File: src/rtl/oven_pkg.sv
package oven_pkg;
  // Strobes issued by the control to the datapath each cycle.
  typedef struct packed {
    logic accumulate;
    logic shift;
    logic load;
    logic targetWr;
    logic useOvr;
  } ovenStrobes_t;
endpackage

File: src/rtl/oven_ctrl.sv
module oven_ctrl
  import oven_pkg::*;
(
  input  logic         sampleValid,
  input  logic         targetWr,
  input  logic         ovrMode,
  input  logic         serEn,
  input  logic         ovrLoad,
  output ovenStrobes_t strb
);
  always_comb begin
    strb.accumulate = sampleValid;
    strb.targetWr   = targetWr;
    strb.shift      = serEn;
    // Loading the hold register is only honoured in override mode.
    strb.load       = ovrLoad & ovrMode;
    strb.useOvr     = ovrMode;
  end
endmodule

File: src/rtl/oven_dp.sv
module oven_dp
  import oven_pkg::*;
#(
  parameter int TEMP_W    = 16,
  parameter int ACC_W     = 20,
  parameter int NUM_UNITS = 17
)(
  input  logic                 clk,
  input  logic                 rstN,
  input  ovenStrobes_t         strb,
  input  logic [TEMP_W-1:0]    tempCode,
  input  logic [TEMP_W-1:0]    targetIn,
  input  logic                 serBit,
  output logic [NUM_UNITS-1:0] heatEn,
  output logic [ACC_W-1:0]     accOut,
  output logic [TEMP_W-1:0]    targetOut
);
  localparam int CODE_W = $clog2(NUM_UNITS + 1);
  localparam int SHIFT  = ACC_W - CODE_W;
  localparam int SUM_W  = ACC_W + 2;
  localparam logic [CODE_W-1:0] FULL_CNT = CODE_W'(NUM_UNITS);
  localparam logic [ACC_W-1:0]  ACC_MAX  = {ACC_W{1'b1}};

  logic [ACC_W-1:0]  acc;
  logic [TEMP_W-1:0] target;
  logic [CODE_W-1:0] shiftReg;
  logic [CODE_W-1:0] ovrCode;

  logic [TEMP_W:0]   err;
  logic [SUM_W-1:0]  sum;
  logic [ACC_W-1:0]  accNext;
  logic [CODE_W-1:0] topBits;
  logic [CODE_W-1:0] loopCount;
  logic [CODE_W-1:0] selCount;

  // Signed error, then a sign-extended sum with headroom on both ends.
  always_comb begin
    err = {target[TEMP_W-1], target} - {tempCode[TEMP_W-1], tempCode};
    sum = {2'b00, acc} + {{(SUM_W-TEMP_W-1){err[TEMP_W]}}, err};
    if (sum[SUM_W-1])       accNext = '0;
    else if (sum[SUM_W-2])  accNext = ACC_MAX;
    else                    accNext = sum[ACC_W-1:0];
  end

  always_ff @(posedge clk) begin
    if (!rstN) begin
      acc      <= '0;
      target   <= '0;
      shiftReg <= '0;
      ovrCode  <= '0;
    end else begin
      if (strb.accumulate) acc <= accNext;
      if (strb.targetWr)   target <= targetIn;
      if (strb.load)       ovrCode <= (shiftReg > FULL_CNT) ? FULL_CNT : shiftReg;
      if (strb.shift)      shiftReg <= {shiftReg[CODE_W-2:0], serBit};
    end
  end

  always_comb begin
    topBits   = acc[ACC_W-1:SHIFT];
    loopCount = (topBits > FULL_CNT) ? FULL_CNT : topBits;
    selCount  = strb.useOvr ? ovrCode : loopCount;
  end

  for (genvar k = 0; k < NUM_UNITS; k++) begin : g_unit
    assign heatEn[k] = (selCount > CODE_W'(k));
  end

  assign accOut    = acc;
  assign targetOut = target;
endmodule

File: src/rtl/oven_heat_ctrl.sv
module oven_heat_ctrl
  import oven_pkg::*;
#(
  parameter int TEMP_W    = 16,
  parameter int ACC_W     = 20,
  parameter int NUM_UNITS = 17
)(
  input  logic                 clk,
  input  logic                 rstN,
  input  logic                 sampleValid,
  input  logic [TEMP_W-1:0]    tempCode,
  input  logic                 targetWr,
  input  logic [TEMP_W-1:0]    targetIn,
  input  logic                 ovrMode,
  input  logic                 serEn,
  input  logic                 serBit,
  input  logic                 ovrLoad,
  output logic [NUM_UNITS-1:0] heatEn
);
  ovenStrobes_t      strb;
  logic [ACC_W-1:0]  accVal;
  logic [TEMP_W-1:0] targetVal;

  oven_ctrl u_ctrl (
    .sampleValid(sampleValid),
    .targetWr   (targetWr),
    .ovrMode    (ovrMode),
    .serEn      (serEn),
    .ovrLoad    (ovrLoad),
    .strb       (strb)
  );

  oven_dp #(.TEMP_W(TEMP_W), .ACC_W(ACC_W), .NUM_UNITS(NUM_UNITS)) u_dp (
    .clk      (clk),
    .rstN     (rstN),
    .strb     (strb),
    .tempCode (tempCode),
    .targetIn (targetIn),
    .serBit   (serBit),
    .heatEn   (heatEn),
    .accOut   (accVal),
    .targetOut(targetVal)
  );
endmodule

File: config.mk
export PLATFORM = sky130hd
export DESIGN_NAME = oven_heat_ctrl
export DESIGN_NICKNAME = d
export VERILOG_FILES = /design/src/rtl/oven_pkg.sv /design/src/rtl/oven_ctrl.sv /design/src/rtl/oven_dp.sv /design/src/rtl/oven_heat_ctrl.sv
export SDC_FILE = /design/constraint.sdc
export NUM_CORES = 1
export LEC_CHECK = 0
export BUFFER_PORTS_ARGS = -buffer_cell sky130_fd_sc_hd__buf_2
export CAP_MARGIN = 20
export CORE_ASPECT_RATIO = 0.6
export CORE_UTILIZATION = 55
export DETAILED_ROUTE_END_ITERATION = 16
export PLACE_DENSITY_LB_ADDON = 0.3
export SYNTH_ARGS = -nofsm -noshare
export SYNTH_HDL_FRONTEND = slang
export SYNTH_HIERARCHICAL = 1
export SYNTH_SLANG_ARGS = --single-unit
export TNS_END_PERCENT = 10
File: constraint.sdc
create_clock -name clk -period 6.34 [get_ports clk]
set_clock_uncertainty 0.05 [all_clocks]
set_input_delay 0.317 -clock clk [delete_from_list [all_inputs] [get_ports clk]]
set_output_delay 0.317 -clock clk [all_outputs]
set_load 0.01 [all_outputs]
Word-level counts from Yosys, hierarchy flattened
Index checks and enable logic that the tools add are counted.
Operators by class
  $add $sub $neg: 2
  magnitude comparators: 19
  mux-type cells: 5
  bitwise operators: 1
Operators with widths (number)
  $gt 5x4->1 const B: 8
  $mux 20: 2
  $add 21x17->22: 1
  $gt 5x3->1 const B: 4
  $sub 16x16->17: 1
  $gt 5x5->1 const B: 3
  $mux 5: 3
  $gt 5x1->1 const B: 2
  $gt 5x2->1 const B: 2
  $and 1x1->1: 1
Storage, ports and cells
  bits in registers: 46
  input bits: 40
  word-level logic and storage cells: 31

Longest topological paths before layout
  depth after elaboration: 4
  gate-level depth with buffers: 15

By module
The synthesis kept the hierarchy.
By module, submodules not included
  oven_dp: times used 1, cells each 462, area an instance 3834.9 um^2, sequential area each 920.9 um^2
  oven_ctrl: times used 1, cells each 5, area an instance 36.3 um^2, sequential area each 0.0 um^2

Worst setup path after synthesis
OpenSTA, ideal clock, no wires.
  kind: register to register
  from: register u_dp.target[15] (netlist: u_dp/targetOut[15])
  to: register u_dp.acc[16] (netlist: u_dp/accOut[16])
  setup time: 122 ps
  arrival: 2725 ps
  data required time: 6168 ps
  setup slack: 3443 ps
  stages on the path, launching flop included: 13
  path buffers: 0
  clock period less this slack: 2897 ps
  cells stage by stage: dfxtp_1 -> inv_1 -> fa_1 -> inv_1 -> ha_1 -> nand4_1 -> or2_4 -> nor2_2 -> nor4b_4 -> o21ai_0 -> nor3b_4 -> or2_2 -> o311a_1
On the way
  cells in the longest elaborated chain, start to end: 4
Ends and longest elaborated chain
  start: declaration: line oven_dp.sv:25  | logic [TEMP_W-1:0] target;
  start signal: assignment: line oven_dp.sv:53  | if (strb.targetWr) target <= targetIn;
  $sub 16x16->17 (*): line oven_dp.sv:38  | err = {target[TEMP_W-1], target} - {tempCode[TEMP_W-1], tempCode};
  $add 21x17->22 (*): line oven_dp.sv:39  | sum = {2'b00, acc} + {{(SUM_W-TEMP_W-1){err[TEMP_W]}}, err};
  $mux 20: line oven_dp.sv:41  | else if (sum[SUM_W-2]) accNext = ACC_MAX;
  $mux 20 (*): line oven_dp.sv:40  | if (sum[SUM_W-1]) accNext = '0;
  end signal: assignment: line oven_dp.sv:52  | if (strb.accumulate) acc <= accNext;
  end: declaration: line oven_dp.sv:24  | logic [ACC_W-1:0] acc;
Mark *: on every way between the ends. The rest lies on a longest branch, timed or not.
A chain may end at the register's enable or synchronous reset.

Final worst setup path
  from: register u_dp.target[15] (netlist: u_dp/targetOut[15])
  to: register u_dp.acc[4] (netlist: u_dp/accOut[4])
Same word-level chain as after synthesis.

==> impl_metrics.env <==
export IMPL_clock_tree_from_tritoncts="done"
export IMPL_delay_of_the_slowest_cell_on_the_worst_path_ns=0.69
export IMPL_cts_max_level=2
export IMPL_path_buf_inv=2
export IMPL_syn_to_final_growth_pct=11.80
export IMPL_powerDensity_nw_per_um2=279.7
export IMPL_postSynthAreaPerCell_um2=8.290
export IMPL_cts_buffers_inserted=5
export IMPL_run_status="completed"
export IMPL_gr_total_overflow=0
export IMPL_ant_diodes=0
export IMPL_synth_ff_latch_count=46
export IMPL_grt_first_pass_wirelength_um=14450
export IMPL_synth_cell_type_count=60
export IMPL_synthCells=467
export IMPL_clock_sinks=46
export IMPL_fraction_of_the_yosys_area_taken_by_sequential_cells_pct=23.79
export IMPL_synth_top_cell_by_area="sky130_fd_sc_hd__dfxtp_1"
export IMPL_setup_worst_path_start_class="flop"
export IMPL_cts_post_setup_buffers_inserted=0
export IMPL_design_portCount=57
export IMPL_mappedNetlistArea_um2=3871
export IMPL_max_clock_path_buffers=2
export IMPL_timing_final_setup_violations=0
export IMPL_cap_violations=0
export IMPL_final_setup_tns_ns=0
export IMPL_die_footprint_um2=7389
export IMPL_design_core_area_um2=6734
export IMPL_setup_reg_to_reg_worst_slack_ns=2.59
export IMPL_cp_data_arrival_time_ns=3.92
export IMPL_synthesis_nets=551
export IMPL_synthFlopType="sky130_fd_sc_hd__dfxtp_1"
export IMPL_fraction_of_layout_instances_using_a_drive_strength_above_1_pct=16.44
export IMPL_antenna_violations_before_repair=0
export IMPL_groute_usage_overall_pct=26.35
export IMPL_critical_path_top_cell_by_count="sky130_fd_sc_hd__o21ai_0"
export IMPL_first_pass_iters=7
export IMPL_start_util_pct=57.49
export IMPL_crit_path_cell_trace="inv_1 -> fa_1 -> inv_1 -> ha_1 -> nand2_1 -> o21ai_0 -> a21oi_1 -> o21ai_0 -> nor3_2 -> nor3b_4 -> o21ai_0 -> a21boi_1"
export IMPL_number_of_synthesized_flops_with_an_enable_pin=0
export IMPL_nets=594
export IMPL_routed_via_count_divided_by_cell_count=5.550
export IMPL_route_detailed_drc=0
export IMPL_place_hpwl_um=6752
export IMPL_power_leakage_nw=2.044
export IMPL_grt_setup_unrepaired="false"
export IMPL_slew_viol_final=0
export IMPL_worst_ep_required_time_ns=6.51
export IMPL_cts_hold_buffers=0
export IMPL_max_freq_mhz=267.0
export IMPL_die_h_um=66.99
export IMPL_dominant_cell_by_count_in_the_synthesized_netlist="sky130_fd_sc_hd__inv_1"
export IMPL_yosys_top_cells_count="80 x sky130_fd_sc_hd__inv_1, 46 x sky130_fd_sc_hd__dfxtp_1, 33 x sky130_fd_sc_hd__nor2b_1"
export IMPL_postSynth_asyncResetShare_pct=0
export IMPL_fillers=612
export IMPL_final_antenna_net_count=0
export IMPL_hold_slack_ns=0.2269
export IMPL_route_vias_total=3319
export IMPL_buffer_ports_inserted=56
export IMPL_worst_ir_drop_vdd_v=0.0001671
export IMPL_cts_reportedPaths_clkPinSlew_ns=0.08
export IMPL_detail_route_wirelength_um=8954
export IMPL_worst_slew_margin_rel_pct=35.85
export IMPL_final_period_utilization_pct=59.07
export IMPL_cpLargestDelayFamily="compound AO/OA/AOI/OAI gates"
export IMPL_std_cell_rows=23
export IMPL_wire_per_inst_um=14.97
export IMPL_synth_top_cells_by_area="sky130_fd_sc_hd__dfxtp_1 24%, sky130_fd_sc_hd__fa_1 11%, sky130_fd_sc_hd__inv_1 7.8%, sky130_fd_sc_hd__ha_1 7.4%, sky130_fd_sc_hd__mux2i_1 6.2%"
export IMPL_detail_route_iter0_violations=334
export IMPL_clk_insertion_delay_late_ns=0.30
export IMPL_worst_slew_pin_transition_ns=0.9594
export IMPL_grt_pass1_vias=2977
export IMPL_hold_path_class="primary input to flop"
export IMPL_crit_fanout=19
export IMPL_die_width_um=110.3
export IMPL_post_cts_resized_instances=0
export IMPL_cts_root_buf="sky130_fd_sc_hd__clkbuf_16"
export IMPL_setup_worst_path_end_class="flop"
export IMPL_yosys_warnings=6
export IMPL_report_final_hold_viol_count=0
export IMPL_gpl_final_weighted_congestion=0.8918
export IMPL_worst_path_max_delay_cell="sky130_fd_sc_hd__nor3b_4"
export IMPL_final_min_clock_period_ns=3.745
export IMPL_synth_largest_type_area_fraction_pct=23.79
export IMPL_finish_utilization_pct=64.27
export IMPL_critical_path_class="flop to flop"
export IMPL_grt_start_max_net_pins=48
-- area by class of cell --
type                       instances  area (um^2)  share of cell area (%)
multi-input combinational        320         2540                   58.69
tap                               87        108.9                   2.515
sequential                        46        920.9                   21.28
inverter                          81        304.0                   7.025
clock inverter                     3        48.80                   1.127
timing repair buffer              56        280.3                   6.476
clock buffer                       5        125.1                   2.891
-- registers in the layout (all words and copies together) (netlist names) --
| name | cells |
|---|---|
| u_dp/accOut | 20 |
| u_dp/ovrCode | 5 |
| u_dp/shiftReg | 5 |
| u_dp/targetOut | 16 |
-- path summary, 6_finish.rpt --
kind | startpoint | endpoint | cells past startpoint
max | u_dp/targetOut[15] | u_dp/accOut[4] | 12
min | targetIn[0] | u_dp/targetOut[0] | 3
max reg2reg | u_dp/targetOut[15] | u_dp/accOut[4] | 12
min reg2reg | u_dp/accOut[10] | u_dp/accOut[10] | 2
-- worst min-delay path, cell delays in order --
cell and delay (ns):
sky130_fd_sc_hd__buf_2 0.08, sky130_fd_sc_hd__mux2i_1 0.06, sky130_fd_sc_hd__nor2b_1 0.10
-- cell families (layout without fill, tap and decap cells) --
kind of cell               after synthesis  count (layout)  share of synthesized area (%)
adders and majority gates               44              44                          18.29
muxes                                   24              24                          6.206
xor gates and xnor gates                14              14                          3.167
buffers and inverters                  101             145                          10.60
DFF                                     46              46                          23.79
and+or+nand+nor                        119             119                          17.26
AOI/OAI and AO/OA                      119             119                          20.69
-- through the flow --
| stage | setup slack [ns] | total power [mW] | cells | instance area [um^2] |
|---|---|---|---|---|
| 3_5_place_dp | 2.563 | 0.8781 | 590 | 4154 |
| 3_3_place_gp | 2.733 | 0.8656 | 590 | 4154 |
| 6_report | 2.595 | 1.211 | 598 | 4328 |
| 2_1_floorplan | 3.443 | 0.7590 | 467 | 3871 |
| 5_1_grt | 2.263 | 1.291 | 598 | 4328 |
| 4_1_cts | 2.604 | 1.204 | 598 | 4328 |
-- per-layer routing --
layer | track usage, % | share of wire [%]
met1 | 39.67 | 50
met2 | 35.17 | 39
met3 | 7.730 | 9.1
met4 | 7.730 | 1.3
met5 | 0 | 0
-- power by group --
group | switching, mW | internal, mW | total [mW]
clock | 0.135 | 0.189 | 0.324
sequential | 0.0174 | 0.315 | 0.332
combinational | 0.334 | 0.221 | 0.554
total | 0.486 | 0.725 | 1.21
-- layout by cell type (no fill, tap or decap), types with 4 or more instances in the layout --
cell type and n:
sky130_fd_sc_hd__o21ai_0 29, sky130_fd_sc_hd__and2_1 6, sky130_fd_sc_hd__a21o_1 4, sky130_fd_sc_hd__inv_1 80
sky130_fd_sc_hd__o21ai_1 9, sky130_fd_sc_hd__a21boi_1 15, sky130_fd_sc_hd__nand2_1 30, sky130_fd_sc_hd__fa_1 21
sky130_fd_sc_hd__mux2i_1 24, sky130_fd_sc_hd__ha_1 23, sky130_fd_sc_hd__xnor2_1 10, sky130_fd_sc_hd__dfxtp_1 46
sky130_fd_sc_hd__nand3_1 4, sky130_fd_sc_hd__nor2_1 16, sky130_fd_sc_hd__o31ai_1 4, sky130_fd_sc_hd__nor2b_1 33
sky130_fd_sc_hd__xor2_1 4, sky130_fd_sc_hd__clkbuf_16 5, sky130_fd_sc_hd__buf_2 56, sky130_fd_sc_hd__a21oi_1 23
sky130_fd_sc_hd__o21a_1 5, sky130_fd_sc_hd__nor3_1 6
(Power assumes the default switching activity.)
